===== src/rtl/mbox_tx_pkg.sv =====
package mbox_tx_pkg;
  localparam int WORD_W = 32;
  localparam int FLD_W  = 8;   // width of each flag field in the status word

  typedef enum logic [3:0] {
    SEL_ID   = 4'd0,
    SEL_LO   = 4'd1,
    SEL_HI   = 4'd2,
    SEL_TRIG = 4'd3,
    SEL_CLR  = 4'd4,
    SEL_STS  = 4'd5,
    SEL_IRQ  = 4'd6,
    SEL_MASK = 4'd7,
    SEL_NONE = 4'd15
  } regSel_t;

  typedef struct packed {
    logic    wrId;
    logic    wrLo;
    logic    wrHi;
    logic    launch;
    logic    clrFlags;
    logic    irqClr;
    logic    wrMask;
    logic    rdEn;
    regSel_t rdSel;
  } ctrlStrb_t;
endpackage


===== src/rtl/mbox_tx_ctrl.sv =====
module mbox_tx_ctrl
  import mbox_tx_pkg::*;
#(
  parameter int ADDR_W = 6
) (
  input  logic              regWrEn,
  input  logic              regRdEn,
  input  logic [ADDR_W-1:0] regAddr,
  input  logic              wrBit0,
  output ctrlStrb_t         strb
);
  localparam int IDX_W = ADDR_W - 2;

  regSel_t sel;

  always_comb begin
    sel = SEL_NONE;
    if (regAddr[1:0] == 2'b00) begin
      case (regAddr[ADDR_W-1:2])
        IDX_W'(0): sel = SEL_ID;
        IDX_W'(1): sel = SEL_LO;
        IDX_W'(2): sel = SEL_HI;
        IDX_W'(3): sel = SEL_TRIG;
        IDX_W'(4): sel = SEL_CLR;
        IDX_W'(5): sel = SEL_STS;
        IDX_W'(6): sel = SEL_IRQ;
        IDX_W'(7): sel = SEL_MASK;
        default:   sel = SEL_NONE;
      endcase
    end
  end

  always_comb begin
    strb          = '0;
    strb.rdSel    = sel;
    strb.rdEn     = regRdEn;
    strb.wrId     = regWrEn && (sel == SEL_ID);
    strb.wrLo     = regWrEn && (sel == SEL_LO);
    strb.wrHi     = regWrEn && (sel == SEL_HI);
    strb.launch   = regWrEn && (sel == SEL_TRIG) && wrBit0;
    strb.clrFlags = regWrEn && (sel == SEL_CLR);
    strb.irqClr   = regWrEn && (sel == SEL_IRQ) && wrBit0;
    strb.wrMask   = regWrEn && (sel == SEL_MASK);
  end
endmodule


===== src/rtl/mbox_tx_datapath.sv =====
module mbox_tx_datapath
  import mbox_tx_pkg::*;
#(
  parameter int NUM_TGT = 8,
  parameter int MSG_W   = 2 * WORD_W
) (
  input  logic                     clk,
  input  logic                     rstN,
  input  ctrlStrb_t                strb,
  input  logic [WORD_W-1:0]        wrData,
  input  logic [NUM_TGT-1:0]       tgtConsume,
  output logic [NUM_TGT-1:0]       tgtMsgValid,
  output logic [NUM_TGT*MSG_W-1:0] tgtMsgData,
  output logic [WORD_W-1:0]        rdData,
  output logic                     rdValid,
  output logic                     irqOut
);
  localparam int ID_W  = (NUM_TGT > 1) ? $clog2(NUM_TGT) : 1;
  localparam int SRC_N = 3;

  logic [ID_W-1:0]    idQ;
  logic [WORD_W-1:0]  loQ, hiQ;
  logic [NUM_TGT-1:0] busyQ, delivQ, ovfQ;
  logic [NUM_TGT-1:0] busyN, delivN, ovfN, acceptV;
  logic [SRC_N-1:0]   maskQ, srcAct;
  logic               pendQ, srcHit;

  // Per-destination flag update and message slot
  for (genvar g = 0; g < NUM_TGT; g++) begin : gTgt
    logic             hit, accept, drop;
    logic [MSG_W-1:0] slotQ;

    assign hit        = strb.launch && (idQ == ID_W'(g));
    assign accept     = hit && !busyQ[g];
    assign drop       = hit && busyQ[g];
    assign acceptV[g] = accept;
    assign busyN[g]   = accept ? 1'b1 : (tgtConsume[g] ? 1'b0 : busyQ[g]);
    assign delivN[g]  = accept | (delivQ[g] & ~(strb.clrFlags & wrData[2*FLD_W+g]));
    assign ovfN[g]    = drop   | (ovfQ[g]   & ~(strb.clrFlags & wrData[FLD_W+g]));

    always_ff @(posedge clk or negedge rstN) begin
      if (!rstN)       slotQ <= '0;
      else if (accept) slotQ <= {hiQ, loQ};
    end
    assign tgtMsgData[g*MSG_W +: MSG_W] = slotQ;

    AST_CONSUME_CLEARS: assert property (@(posedge clk) disable iff (!rstN)
      (tgtConsume[g] && !accept) |=> !busyQ[g]);
  end

  always_ff @(posedge clk or negedge rstN) begin
    if (!rstN) begin
      idQ    <= '0;
      loQ    <= '0;
      hiQ    <= '0;
      busyQ  <= '0;
      delivQ <= '0;
      ovfQ   <= '0;
    end else begin
      if (strb.wrId) idQ <= wrData[ID_W-1:0];
      if (strb.wrLo) loQ <= wrData;
      if (strb.wrHi) hiQ <= wrData;
      busyQ  <= busyN;
      delivQ <= delivN;
      ovfQ   <= ovfN;
    end
  end

  // Interrupt: sources are {any delivered, any overflow, any busy}
  assign srcAct = {|delivQ, |ovfQ, |busyQ};
  assign srcHit = |(srcAct & ~maskQ);

  always_ff @(posedge clk or negedge rstN) begin
    if (!rstN) begin
      maskQ <= '1;
      pendQ <= 1'b0;
    end else begin
      if (strb.wrMask) maskQ <= wrData[SRC_N-1:0];
      pendQ <= (pendQ & ~strb.irqClr) | srcHit;
    end
  end

  assign irqOut      = pendQ;
  assign tgtMsgValid = busyQ;

  // Registered read port
  logic [WORD_W-1:0] rdMux;
  always_comb begin
    case (strb.rdSel)
      SEL_ID:   rdMux = WORD_W'(idQ);
      SEL_LO:   rdMux = loQ;
      SEL_HI:   rdMux = hiQ;
      SEL_STS:  rdMux = {FLD_W'(0), FLD_W'(delivQ), FLD_W'(ovfQ), FLD_W'(busyQ)};
      SEL_IRQ:  rdMux = WORD_W'(pendQ);
      SEL_MASK: rdMux = WORD_W'(maskQ);
      default:  rdMux = '0;
    endcase
  end

  always_ff @(posedge clk or negedge rstN) begin
    if (!rstN) begin
      rdData  <= '0;
      rdValid <= 1'b0;
    end else begin
      rdValid <= strb.rdEn;
      if (strb.rdEn) rdData <= rdMux;
    end
  end

  AST_LAUNCH_SETS: assert property (@(posedge clk) disable iff (!rstN)
    (strb.launch && !busyQ[idQ]) |=> (busyQ[$past(idQ)] && delivQ[$past(idQ)]));
  AST_NO_OVERWRITE: assert property (@(posedge clk) disable iff (!rstN)
    (strb.launch && busyQ[idQ]) |=> (ovfQ[$past(idQ)] && $stable(tgtMsgData)));
  AST_CLR_KEEPS_BUSY: assert property (@(posedge clk) disable iff (!rstN)
    (strb.clrFlags && !strb.launch && tgtConsume == '0) |=> $stable(busyQ));
  AST_MASKED_QUIET: assert property (@(posedge clk) disable iff (!rstN)
    (maskQ == '1 && !pendQ) |=> !pendQ);
  AST_IRQ_CLEARS: assert property (@(posedge clk) disable iff (!rstN)
    (strb.irqClr && !srcHit) |=> !irqOut);
  AST_ONE_ACCEPT: assert property (@(posedge clk) disable iff (!rstN)
    $onehot0(acceptV));
endmodule


===== src/rtl/mbox_tx_top.sv =====
module mbox_tx_top
  import mbox_tx_pkg::*;
#(
  parameter int NUM_TGT = 8,
  parameter int ADDR_W  = 6,
  parameter int MSG_W   = 2 * WORD_W
) (
  input  logic                     clk,
  input  logic                     rstN,
  input  logic                     regWrEn,
  input  logic                     regRdEn,
  input  logic [ADDR_W-1:0]        regAddr,
  input  logic [WORD_W-1:0]        regWrData,
  output logic [WORD_W-1:0]        regRdData,
  output logic                     regRdValid,
  input  logic [NUM_TGT-1:0]       tgtConsume,
  output logic [NUM_TGT-1:0]       tgtMsgValid,
  output logic [NUM_TGT*MSG_W-1:0] tgtMsgData,
  output logic                     irqOut
);
  ctrlStrb_t strb;

  mbox_tx_ctrl #(.ADDR_W(ADDR_W)) uCtrl (
    .regWrEn (regWrEn),
    .regRdEn (regRdEn),
    .regAddr (regAddr),
    .wrBit0  (regWrData[0]),
    .strb    (strb)
  );

  mbox_tx_datapath #(.NUM_TGT(NUM_TGT), .MSG_W(MSG_W)) uData (
    .clk         (clk),
    .rstN        (rstN),
    .strb        (strb),
    .wrData      (regWrData),
    .tgtConsume  (tgtConsume),
    .tgtMsgValid (tgtMsgValid),
    .tgtMsgData  (tgtMsgData),
    .rdData      (regRdData),
    .rdValid     (regRdValid),
    .irqOut      (irqOut)
  );
endmodule


===== config.mk =====
export PLATFORM = sky130hd
export DESIGN_NAME = mbox_tx_top
export DESIGN_NICKNAME = d
export VERILOG_FILES = /design/src/rtl/mbox_tx_pkg.sv /design/src/rtl/mbox_tx_ctrl.sv /design/src/rtl/mbox_tx_datapath.sv /design/src/rtl/mbox_tx_top.sv
export SDC_FILE = /design/constraint.sdc
export NUM_CORES = 1
export LEC_CHECK = 0
export BUFFER_PORTS_ARGS = -buffer_cell sky130_fd_sc_hd__buf_2
export CORE_AREA = 5 5 229 231
export CTS_BUF_LIST = sky130_fd_sc_hd__clkbuf_4 sky130_fd_sc_hd__clkbuf_8
export CTS_CLUSTER_DIAMETER = 60
export DETAILED_ROUTE_END_ITERATION = 8
export DIE_AREA = 0 0 234 236
export GPL_ROUTABILITY_DRIVEN = 0
export GPL_TIMING_DRIVEN = 0
export MAX_ROUTING_LAYER = met4
export PLACE_DENSITY = 0.82
export SYNTH_ARGS = -nofsm -noshare
export SYNTH_HDL_FRONTEND = slang
export SYNTH_HIERARCHICAL = 1
export SYNTH_SLANG_ARGS = --single-unit

===== constraint.sdc =====
create_clock -name clk -period 2.85 [get_ports clk]
set_input_delay 0.285 -clock clk [delete_from_list [all_inputs] [get_ports clk]]
set_output_delay 0.285 -clock clk [all_outputs]
set_load 0.005 [all_outputs]

; Yosys cells after proc, flatten, opt, wreduce, memory -nomap -nowiden
; Memory sizes are Yosys's and may differ from the RTL's.
; Cells that the tools add are included.
[word_totals]
out_inout_bits = 554
mem_count = 1
in_bits = 50
romBits = 24
regBits = 640
[mem_list]
columns = name, words, word_bits, rd, rd_ports_with_merged_regs, wr, line
row1 = (no name shown), 8, 3, 1, 0, 0, mbox_tx_ctrl.sv:19  ; case (regAddr[ADDR_W-1:2])
[classes]
reduce_logical = 56
mux = 19
n_eq_ne = 14
n_bitwise = 69
[ops]
columns = operator, n
row1 = $pmux 32 s6, 1
row2 = $and 1x1->1, 33
row3 = $logic_and 1x1->1, 33
row4 = $reduce_or 8->1, 3
row5 = $not 1->1, 17
row6 = $or 1x1->1, 17
row7 = $eq 4x3->1 const B, 4
row8 = $mux 1, 16
row9 = $reduce_bool 2->1, 8
row10 = $eq 3x3->1 const B, 4
row11 = $eq 4x2->1 const B, 2
row12 = $logic_not 1->1, 8
row13 = $mux 4, 2
row14 = $eq 3x2->1 const B, 2
row15 = $eq 4x1->1 const B, 1
row16 = $logic_not 4->1, 1
row17 = $and 3x3->3, 1
row18 = $eq 3x1->1 const B, 1
row19 = $logic_not 3->1, 1
row20 = $not 3->3, 1
row21 = $reduce_or 3->1, 1
row22 = $logic_not 2->1, 1

; Longest topological paths before layout
; Gate-level depths: netlist of run 1.
; An unclocked memory read counts as a cell.
[depth]
ltp_word = 9
depth_mapped = 9
mapped_depth_nobuf = 6

; Cells and area by module
; The synthesis of run 1 kept the hierarchy.
[modules_own_cells]
columns = mod, instances, area_each_um2, cells_each
row1 = mbox_tx_datapath, 1, 24691.2, 1572
row2 = mbox_tx_ctrl, 1, 143.9, 19

; Least setup slack after synthesis of run 1
; No wires, ideal clock.
[synth_path]
path_type = input-to-reg
start = input regAddr[1]
end = register uData.gTgt[1].slotQ[0]
setup_slack_ps = 430
path_buffers = 2
arrival_time_ps = 2295
setup_ps = 125
required_time_ps = 2725
stages = 7
path_cell_list = or3_1 > nor4_1 > nand2_1 > nor4_2 > buf_4 > buf_4 > mux2_2
[synth_rtl]
columns = element, line
row1 = from (decl), mbox_tx_top.sv:12  ; input logic [ADDR_W-1:0] regAddr,
row2 = to (signal assigned), mbox_tx_datapath.sv:43  ; else if (accept) slotQ <= {hiQ, loQ};
row3 = to (decl), mbox_tx_datapath.sv:31  ; logic [MSG_W-1:0] slotQ;

==> results_dict.tcl, run 1 <==
set metrics [dict create \
    ys_async_sr_fraction 1.00 \
    r2r_cells 6 \
    cp_common_cell "buf_4" \
    clock_tree.buffer_depth 3 \
    ys_seq_area_frac 0.645 \
    switchingPower_mw 4.52 \
    hp-class "input pin to async pin" \
    grtUsageTotal 0.287 \
    start_kind "input pin" \
    avgSynthCellArea_um2 15.6 \
    netlist_area_um2 24800 \
    rsz0062_at_grt "no" \
    yosys.area.top_type "dfrtp_1" \
    place_hpwl_um 56000 \
    max_stage_delay_ps 550 \
    cts.repair.resized 0 \
    ir_drop_uv 411 \
    dr.pass1.iters 9 \
    io_pins 604 \
    min_period_ps 2820 \
    grt_remaining_overflow 0 \
    yosysWarnings 6 \
    clk_pin_slew_ps 60 \
    synthFlopType "dfrtp_1" \
    yosysTopAreaCellShare 0.642 \
    seqPwrFrac 0.492 \
    insertion_delay_ps 710 \
    finalClockSkew_ps 20.2 \
    row_count 82 \
    synth.area.top_cells "dfrtp_1 64%, mux2_2 22%, mux2_1 4.9%" \
    vias_per_cell 5.40 \
    areaGrowthSynthToFinish_pct 27.2 \
    pwr_density_cell_nw_per_um2 600 \
    post-route-period-util 0.988 \
    grt_max_degree 120 \
    grt_pass1_wl_um 116000 \
    slowest_stage "or3_1" \
    synth_edf_count 0 \
    routed_wire_length_per_instance_um 25.3 \
    htree_levels 3 \
    r2r_start "uData/idQ[0]" \
    pwr-share-comb 0.059 \
    crit_path_end_kind "flip-flop" \
    max_freq_ghz 0.355 \
    setup_violations 0 \
    ys_types 40 \
    antenna_found_initial 7 \
    drtIter0Drc 1137 \
    vias 16800 \
    nets 2394 \
    worstPathMaxFanout 10 \
    hold_viol_final 0 \
    worstMarginPinSlew_ps 1010 \
    postPlaceCellArea_um2 28900 \
    finalWirelength_um 78600 \
    cts-root-buf "clkbuf_8" \
    internal_power_mw 14.4 \
    drc 1 \
    slew_violations 0 \
    die_height_um 236 \
    drive_above_1_share 0.561 \
    grt_pass1_vias 17800 \
    path_cells "buf_2, or3_1, nor4_1, nand2_1, nor3_2, buf_4, buf_4, mux2_2" \
    final_area_um2 31600 \
    cp_data_required_time_ps 3430 \
    netlist_instances 1591 \
    maxCapViolCount 0 \
    tritoncts "yes" \
    yosysMostFrequentCell "dfrtp_1" \
    p_leak_nw 17.7 \
    die_area_um2 55200 \
    syn_nets 1641 \
    hold_ws_ps 91.1 \
    core_um2 49900 \
    die_w_um 234 \
    crit_type "input pin to flip-flop" \
    slew_headroom 0.330 \
    start_util 0.498 \
    reg2reg_slack_ps 490 \
    clock-sinks 640 \
    status "complete, but fails checks" \
    synth_common_cells "637 x dfrtp_1, 475 x mux2_2, 107 x mux2_1" \
    swShare 0.238 \
    ys_seq_elements 640 \
    drtAntennaViolNets 0 \
    pwr-share-clk 0.449 \
    r2r-end "uData/gTgt[6].slotQ[49]" \
    total_power_mw 19.0 \
    arrival_ps 3390 \
    cts_buffers 100 \
    place.port_buffers 602 \
    violations "design-rule violations" \
]
[power groups by stage]
stage	logic, mW	registers, mW	clock network [mW]
6_report	1.12	9.33	8.51
5_1_grt	1.21	9.35	9.09
4_1_cts	1.12	9.33	8.67
2_1_floorplan	0.460	9.48	0
3_3_place_gp	0.980	9.50	0
3_5_place_dp	1.06	9.49	0
[logic make-up after synthesis]
group / count (synthesis) / share of synthesized area
flip-flops: 640 / 0.645
AND/OR/NAND/NOR: 78 / 0.0200
buffers and inverters: 193 / 0.0400
AO/OA/AOI/OAI: 93 / 0.0291
multiplexers: 587 / 0.266
[worst max path at each step]
stage               slack (ps)                 endpoint    startpoint  cells after the start
finish                      30  uData/gTgt[7].slotQ[32]    regAddr[1]                      8
global route                60  uData/gTgt[7].slotQ[61]  regWrData[0]                      9
CTS                        180  uData/gTgt[7].slotQ[52]  regWrData[0]                      9
detailed placement        -570  uData/gTgt[7].slotQ[61]    regAddr[1]                      8
global placement        -10940  uData/gTgt[2].slotQ[30]          rstN                      1
floorplan                  430   uData/gTgt[1].slotQ[0]    regAddr[1]                      7
[routing by layer]
layer | global-route usage | vias to the layer above | routed length [µm]
met5 | - | - | 0
met4 | 0.117 | 0 | 3020
met3 | 0.0686 | 186 | 5830
met2 | 0.466 | 721 | 39400
met1 | 0.348 | 8722 | 30400
li1 | - | 7149 | -
[placed cells by master, fill, tap and decap left out, types with 5 or more instances in the layout]
| cell | count |
|---|---|
| clkbuf_4 | 22 |
| inv_1 | 42 |
| buf_1 | 39 |
| nand2_1 | 25 |
| buf_2 | 630 |
| nor3_2 | 9 |
| clkinv_2 | 18 |
| nor2_1 | 10 |
| a22o_1 | 8 |
| buf_6 | 17 |
| a22oi_1 | 8 |
| dlygate4sd3_1 | 43 |
| diode_2 | 8 |
| buf_4 | 28 |
| o22ai_1 | 32 |
| a21o_1 | 16 |
| mux2i_1 | 5 |
| nor3_1 | 5 |
| mux2_2 | 475 |
| clkbuf_8 | 137 |
| a222oi_1 | 21 |
| dfrtp_1 | 637 |
| mux2_1 | 107 |
| nor4_1 | 9 |
| clkbuf_1 | 38 |
| buf_16 | 6 |
[metrics by stage]
step | util | setup TNS (ps) | std cells | setup slack [ps]
after floorplan | - | 0 | 1591 | 430
after global placement | 0.575 | -7121300 | 2865 | -10940
after detailed placement | 0.579 | -198640 | 2871 | -569
after CTS | 0.633 | 0 | 3099 | 177
after global routing | 0.633 | 0 | 3106 | 58.9
final | 0.633 | 0 | 3107 | 34.7
[cell type report]
cell class / instances / area, µm²
buffer: 151 / 836
multi-input combinational: 758 / 7820
antenna: 8 / 20.0
clock buffer: 159 / 2050
timing repair buffer: 651 / 3620
tap: 672 / 841
inverter: 42 / 158
sequential: 640 / 16000
clock inverter: 26 / 219
fill: 3669 / 18300
[worst max-delay path: cells and delay by family]
kind / cells / cell delay (ps)
mux: 1 / 350
buf+inv: 3 / 730
simple gates: 4 / 2000
[registers in the layout, summed over array words and instances (netlist names)]
| signal | cells |
|---|---|
| uData/gTgt.slotQ | 512 |
| uData/tgtMsgValid | 8 |
| uData/ovfQ | 8 |
| uData/irqOut | 1 |
| uData/rdValid | 1 |
| uData/idQ | 3 |
| uData/hiQ | 32 |
| uData/loQ | 32 |
| uData/rdData | 32 |
| uData/maskQ | 3 |
| uData/delivQ | 8 |
[what timing repair did]
action                    4_1_cts  5_1_grt
hold buffers                   43        0
setup buffers                   0        0
hold endpoints to repair      357        0
Note: power is estimated with default switching activity, not from simulation.
==> inputs of run 2 (changes only) <==
--- a/config.mk
+++ b/config.mk
@@ -7,14 +7,15 @@
 export LEC_CHECK = 0
 export BUFFER_PORTS_ARGS = -buffer_cell sky130_fd_sc_hd__buf_2
 export CORE_AREA = 5 5 229 231
-export CTS_BUF_LIST = sky130_fd_sc_hd__clkbuf_4 sky130_fd_sc_hd__clkbuf_8
-export CTS_CLUSTER_DIAMETER = 60
+export CTS_BUF_LIST = sky130_fd_sc_hd__clkbuf_8
+export CTS_CLUSTER_DIAMETER = 80
 export DETAILED_ROUTE_END_ITERATION = 8
 export DIE_AREA = 0 0 234 236
 export GPL_ROUTABILITY_DRIVEN = 0
 export GPL_TIMING_DRIVEN = 0
 export MAX_ROUTING_LAYER = met4
 export PLACE_DENSITY = 0.82
+export SETUP_SLACK_MARGIN = 0.5
 export SYNTH_ARGS = -nofsm -noshare
 export SYNTH_HDL_FRONTEND = slang
 export SYNTH_HIERARCHICAL = 1
==> run 2 against run 1 <==
Effect of this change:
- the flow now finishes without violations
- final area decreased by 0.21%
- sequential power is essentially flat
- clock power fell by 4.6%
- die area did not move
==> results_dict.tcl, run 2 (synthesis results as in run 1) <==
set metrics [dict create \
    vias_per_cell 5.41 \
    n_fill_cell 3687 \
    grt_remaining_overflow 0 \
    status "completed" \
    cp-startpoint "regAddr[1]" \
    htree_levels 3 \
    routed_wire_length_per_instance_um 25.1 \
    areaGrowthSynthToFinish_pct 26.9 \
    start_util 0.498 \
    finalClockSkew_ps 36.3 \
    ir_drop_uv 511 \
    hold_viol_final 0 \
    pwr_density_cell_nw_per_um2 589 \
    r2r-end "uData/gTgt[0].slotQ[38]" \
    post-route-period-util 0.812 \
    min_period_ps 2320 \
    clock-sinks 640 \
    path_cells "buf_2, or3_4, nor4_4, nand2_2, nor3_2, buf_4, buf_4, mux2_2" \
    final_cell_mix "637 x dfrtp_1, 630 x buf_2, 475 x mux2_2" \
    placed_cells 2870 \
    finalWirelength_um 78200 \
    holdPathStages 5 \
    arrival_ps 2880 \
    p_leak_nw 17.8 \
    dp_slack_ps -272 \
    row_count 82 \
    largest_reg_flops 512 \
    maxCapViolCount 0 \
    cts-root-buf "clkbuf_8" \
    tritoncts "yes" \
    cts_buffers 103 \
    insertion_delay_ps 720 \
    cp_common_cell "buf_4" \
    rsz0062_at_grt "no" \
    critPathTopFamily "simple AND/OR/NAND/NOR gates" \
    clk_pin_slew_ps 60 \
    cp_data_required_time_ps 3420 \
    final_cells 3111 \
    drtIter0Drc 929 \
    holdPathEnd "uData/irqOut" \
    hold_ws_ps 86.5 \
    die_area_um2 55200 \
    io_pins 604 \
    die_w_um 234 \
    hp-class "input pin to flip-flop" \
    setup_violations 0 \
    antenna_found_initial 11 \
    grtUsageTotal 0.288 \
    slew_headroom 0.384 \
    core_um2 49900 \
    grt_pass1_wl_um 117000 \
    drtAntennaViolNets 0 \
    fin_ws_ps 535 \
    worstMarginPinSlew_ps 921 \
    vias 16800 \
    max_stage_delay_ps 460 \
    final_common_cell "dfrtp_1" \
    crit_type "input pin to flip-flop" \
    grt_pass1_vias 18000 \
    place.port_buffers 602 \
    min_from "regWrData[0]" \
    slew_violations 0 \
    registers.top_by_ff_count "uData/gTgt.slotQ" \
    grt_max_degree 136 \
    worstPathMaxFanout 10 \
    r2r_start "uData/idQ[0]" \
    max_freq_ghz 0.432 \
    drive_above_1_share 0.549 \
    slowest_stage "or3_4" \
    die_height_um 236 \
    place_hpwl_um 55800 \
    clock_tree.buffer_depth 3 \
    dr.pass1.iters 6 \
    drc 0 \
    reg2reg_slack_ps 630 \
    nets 2399 \
    start_kind "input pin" \
    crit_path_end_kind "flip-flop" \
    cp_num_buf_inv 3 \
    r2r_cells 6 \
]
## run 2: cell count changes in the layout (fill, tap and decap cells not counted), sizes merged
cell         previous run  this run
dlygate4sd3            43        44
clkbuf                197       174
clkinv                 18         8
clkinvlp                4         5
inv                    43        74
buf                   721       722
diode                   8        11
## run 2: worst max path at each step
stage                                          to  cells past startpoint
after floorplan           uData/gTgt[6].slotQ[35]                      8
after global placement    uData/gTgt[3].slotQ[27]                      1
after detailed placement  uData/gTgt[6].slotQ[62]                      9
after CTS                 uData/gTgt[0].slotQ[61]                      9
after global routing      uData/gTgt[0].slotQ[61]                      9
final                     uData/gTgt[3].slotQ[41]                      8
## run 2: repair_timing
action                                  4_1_cts  5_1_grt
gates cloned                                  0        0
setup buffers                                 0        2
hold buffers                                 44        0
gates resized for setup                       1        3
endpoints found under the setup margin        1      314
endpoints found under the hold margin       371        0
pin swaps                                     0        1
## run 2: cell type report
cell class | instances | area, µm² | area share
Buffer | 151 | 840 | 0.0266
Clock buffer | 136 | 1870 | 0.0594
Timing Repair Buffer | 653 | 3620 | 0.115
Tap cell | 672 | 841 | 0.0267
Sequential cell | 640 | 16000 | 0.508
Clock inverter | 48 | 288 | 0.00913
Multi-Input combinational cell | 758 | 7860 | 0.249
Antenna cell | 11 | 27.5 | 0.000873
Inverter | 42 | 158 | 0.00500
## run 2: metal layers
metal	share of wire	track usage
met1	0.39	0.346
met2	0.49	0.461
met3	0.076	0.0799
met4	0.039	0.122
met5	0	-
## run 2: through the flow
step | power (mW) | setup TNS (ps) | area (µm²) | utilization
after CTS | 18.7 | 0 | 31500 | 0.631
after global routing | 19.3 | 0 | 31500 | 0.632
after global placement | 10.5 | -7042330 | 28700 | 0.576
after detailed placement | 10.5 | -58460 | 28900 | 0.579
after floorplan | 9.94 | 0 | 24800 | -
final | 18.6 | 0 | 31500 | 0.632
## run 2: power by group
part | switching, mW | internal (mW)
registers | 0.0715 | 9.27
logic | 0.778 | 0.328
clock network | 3.61 | 4.51
## run 2: worst min-delay path: stages
cell and delay, ps:
buf_2 130, nand2_1 70, nor3_2 40, nor2b_1 90, or4_1 120
==> inputs of run 3 (changes only) <==
--- a/config.mk
+++ b/config.mk
@@ -5,16 +5,17 @@
 export SDC_FILE = /design/constraint.sdc
 export NUM_CORES = 1
 export LEC_CHECK = 0
+export ABC_AREA = 1
 export BUFFER_PORTS_ARGS = -buffer_cell sky130_fd_sc_hd__buf_2
-export CORE_AREA = 5 5 229 231
+export CORE_AREA = 5 5 233 235
 export CTS_BUF_LIST = sky130_fd_sc_hd__clkbuf_8
 export CTS_CLUSTER_DIAMETER = 80
 export DETAILED_ROUTE_END_ITERATION = 8
-export DIE_AREA = 0 0 234 236
+export DIE_AREA = 0 0 238 240
 export GPL_ROUTABILITY_DRIVEN = 0
 export GPL_TIMING_DRIVEN = 0
 export MAX_ROUTING_LAYER = met4
-export PLACE_DENSITY = 0.82
+export PLACE_DENSITY = 0.77
 export SETUP_SLACK_MARGIN = 0.5
 export SYNTH_ARGS = -nofsm -noshare
 export SYNTH_HDL_FRONTEND = slang
==> constraint.sdc (replaced) <==
create_clock -name clk -period 2.3 [get_ports clk]
set_input_delay 0.23 -clock clk [delete_from_list [all_inputs] [get_ports clk]]
set_output_delay 0.23 -clock clk [all_outputs]
set_load 0.005 [all_outputs]
==> run 3 against run 2 <==
Effect of this change:
- clock skew shrank 2.5 ps
- critical path depth stayed put
- non-clock buffer count decreased by 8
- core utilization fell by 4.9 points
- register-to-register slack lost 160 ps
- sequential share of layout area rose by 2.0 points
- first-iteration DRC count grew 130%
- largest cell class unchanged
==> results_dict.tcl, run 3 <==
set metrics [dict create \
    placed_cells 3669 \
    cp_data_required_time_ps 2790 \
    critPathTopFamily "simple AND/OR/NAND/NOR gates" \
    met1_usage 0.415 \
    place.port_buffers 602 \
    vias_per_cell 5.38 \
    drtIter0Drc 2171 \
    yosysMostFrequentCell "nand2_1" \
    slew_violations 0 \
    die_area_um2 57100 \
    min_period_ps 1830 \
    die_w_um 238 \
    grt_remaining_overflow 0 \
    hp-class "input pin to flip-flop" \
    nets 3181 \
    status "completed" \
    maxCapViolCount 0 \
    dr.pass1.iters 9 \
    cp_num_buf_inv 3 \
    switchingPower_mw 5.81 \
    row_count 84 \
    final_cells 3915 \
    drtAntennaViolNets 0 \
    slowest_stage "dfrtp_1" \
    cts-root-buf "clkbuf_8" \
    cts_buffers 101 \
    clock_tree.buffer_depth 3 \
    yosysTopAreaCellShare 0.674 \
    pwr-share-clk 0.414 \
    drc 0 \
    antenna_found_initial 15 \
    synth_common_cells "801 x nand2_1, 637 x dfrtp_1, 373 x o21ai_0" \
    yosys.area.top_type "dfrtp_1" \
    crit_type "flip-flop to flip-flop" \
    swShare 0.250 \
    ys_async_sr_fraction 1.00 \
    insertion_delay_ps 660 \
    synth_edf_count 0 \
    hold_viol_final 0 \
    htree_levels 3 \
    fin_ws_ps 468 \
    clock-sinks 640 \
    rsz0062_at_grt "yes" \
    grtUsageTotal 0.317 \
    avgSynthCellArea_um2 9.96 \
    largest_reg_flops 512 \
    n_fill_cell 4506 \
    ys_seq_area_frac 0.678 \
    yosysWarnings 6 \
    r2r_cells 8 \
    grt_pass1_wl_um 132000 \
    worstPathMaxFanout 10 \
    worstMarginPinSlew_ps 670 \
    setup_violations 0 \
    synthFlopType "dfrtp_1" \
    holdPathStages 5 \
    final_cell_mix "795 x nand2_1, 679 x buf_2, 637 x dfrtp_1" \
    slew_headroom 0.553 \
    areaGrowthSynthToFinish_pct 28.2 \
    final_area_um2 30300 \
    arrival_ps 2320 \
    place_hpwl_um 65400 \
    vias 21100 \
    hold_ws_ps 79.5 \
    io_pins 604 \
    met3_usage 0.0693 \
    p_leak_nw 16.7 \
    die_height_um 240 \
    start_kind "flip-flop" \
    ys_seq_elements 640 \
    drive_above_1_share 0.280 \
    ir_drop_uv 426 \
    reg2reg_slack_ps 470 \
    ys_types 25 \
    core_um2 52000 \
    grt_pass1_vias 20600 \
    multi_input_area_um2 6620 \
    internal_power_mw 17.4 \
    final_common_cell "nand2_1" \
    pwr-share-comb 0.070 \
    netlist_instances 2374 \
    postPlaceCellArea_um2 27700 \
    start_util 0.454 \
    finalWirelength_um 90700 \
    max_stage_delay_ps 390 \
    finalClockSkew_ps 33.8 \
    pwr_density_cell_nw_per_um2 765 \
    crit_path_end_kind "flip-flop" \
    regArea_um2 16000 \
    gr-usage-met2 0.484 \
    cp_common_cell "nand2_1" \
    post-route-period-util 0.797 \
    grt_max_degree 123 \
    tritoncts "yes" \
    synth.area.top_cells "dfrtp_1 67%, nand2_1 13%, o21ai_0 7.9%" \
    cp.depth 8 \
    registers.top_by_ff_count "uData/gTgt.slotQ" \
    top_usage_layer "met2" \
    max_freq_ghz 0.546 \
    dp_slack_ps -355 \
    routed_wire_length_per_instance_um 23.2 \
    seqPwrFrac 0.516 \
    syn_nets 2424 \
    netlist_area_um2 23600 \
    clk_pin_slew_ps 60 \
    path_cells "inv_1, nand2_1, nor2_1, nand2_2, buf_6, buf_2, nand2_1, o21ai_0" \
    total_power_mw 23.2 \
]
[run 3: cell count changes after synthesis, moves of 25 or more]
cell and change:
nand2_1 +776, mux2_2 -475, o21ai_0 +372, o21ai_1 +214, mux2_1 -107, buf_2 +58
inv_1 +49, buf_1 -39, nand3_1 +36, buf_4 -25
[run 3: power by group through the flow]
stage               logic, mW  registers, mW  clock network (mW)
global route             1.80           12.0                10.3
floorplan               0.489           12.2                   0
global placement         1.48           12.2                   0
finish                   1.63           12.0                9.60
detailed placement       1.56           12.2                   0
CTS                      1.63           12.0                9.79
[run 3: worst min-delay path, cell delays in order]
cell and delay (ps):
buf_2 120, nand3_2 110, nor2_1 110, nand2_1 60, o21ai_0 70
[run 3: final timing paths]
path / start / endpoint
setup reg to reg: uData/idQ[2] / uData/gTgt[3].slotQ[23]
hold reg to reg: uData/gTgt[1].slotQ[40] / uData/gTgt[1].slotQ[40]
hold / removal: regWrEn / uData/idQ[0]
setup / recovery: uData/idQ[2] / uData/gTgt[3].slotQ[23]
min in group asynchronous: rstN / uData/gTgt[6].slotQ[33]
max in group asynchronous: rstN / uData/gTgt[1].slotQ[5]
[run 3: kinds of logic after synthesis]
group,after synthesis,synth area share
flops,640,0.678
simple gates,884,0.146
buf+inv,237,0.0435
compound gates,613,0.133
[run 3: cell type report]
class                           count  share of cell area
Antenna cell                       16             0.00132
Buffer                            142              0.0244
Clock buffer                      126              0.0572
Clock inverter                     57             0.00966
Inverter                           95              0.0118
Multi-Input combinational cell   1497               0.218
Sequential cell                   640               0.528
Tap cell                          688              0.0284
Timing Repair Buffer              654               0.120
[run 3: routing by layer]
layer,up-vias,part of all wire
met3,218,0.094
met1,10400,0.39
met4,0,0.044
met2,1193,0.47
li1,9281,-
met5,-,0
[run 3: what timing repair did]
item                                   4_1_cts  5_1_grt
gates resized for setup                     25       28
gates cloned                                 0        1
pin swaps                                    0        0
hold buffers                                46        0
setup endpoints to repair                  516      558
buffers inserted                             0        0
endpoints found under the hold margin      185        0
[run 3: metrics by stage]
step,TNS (ps),util
6_report,0,0.583
5_1_grt,0,0.583
4_1_cts,0,0.581
3_5_place_dp,-82320,0.532
3_3_place_gp,-7816300,0.529
2_1_floorplan,0,-
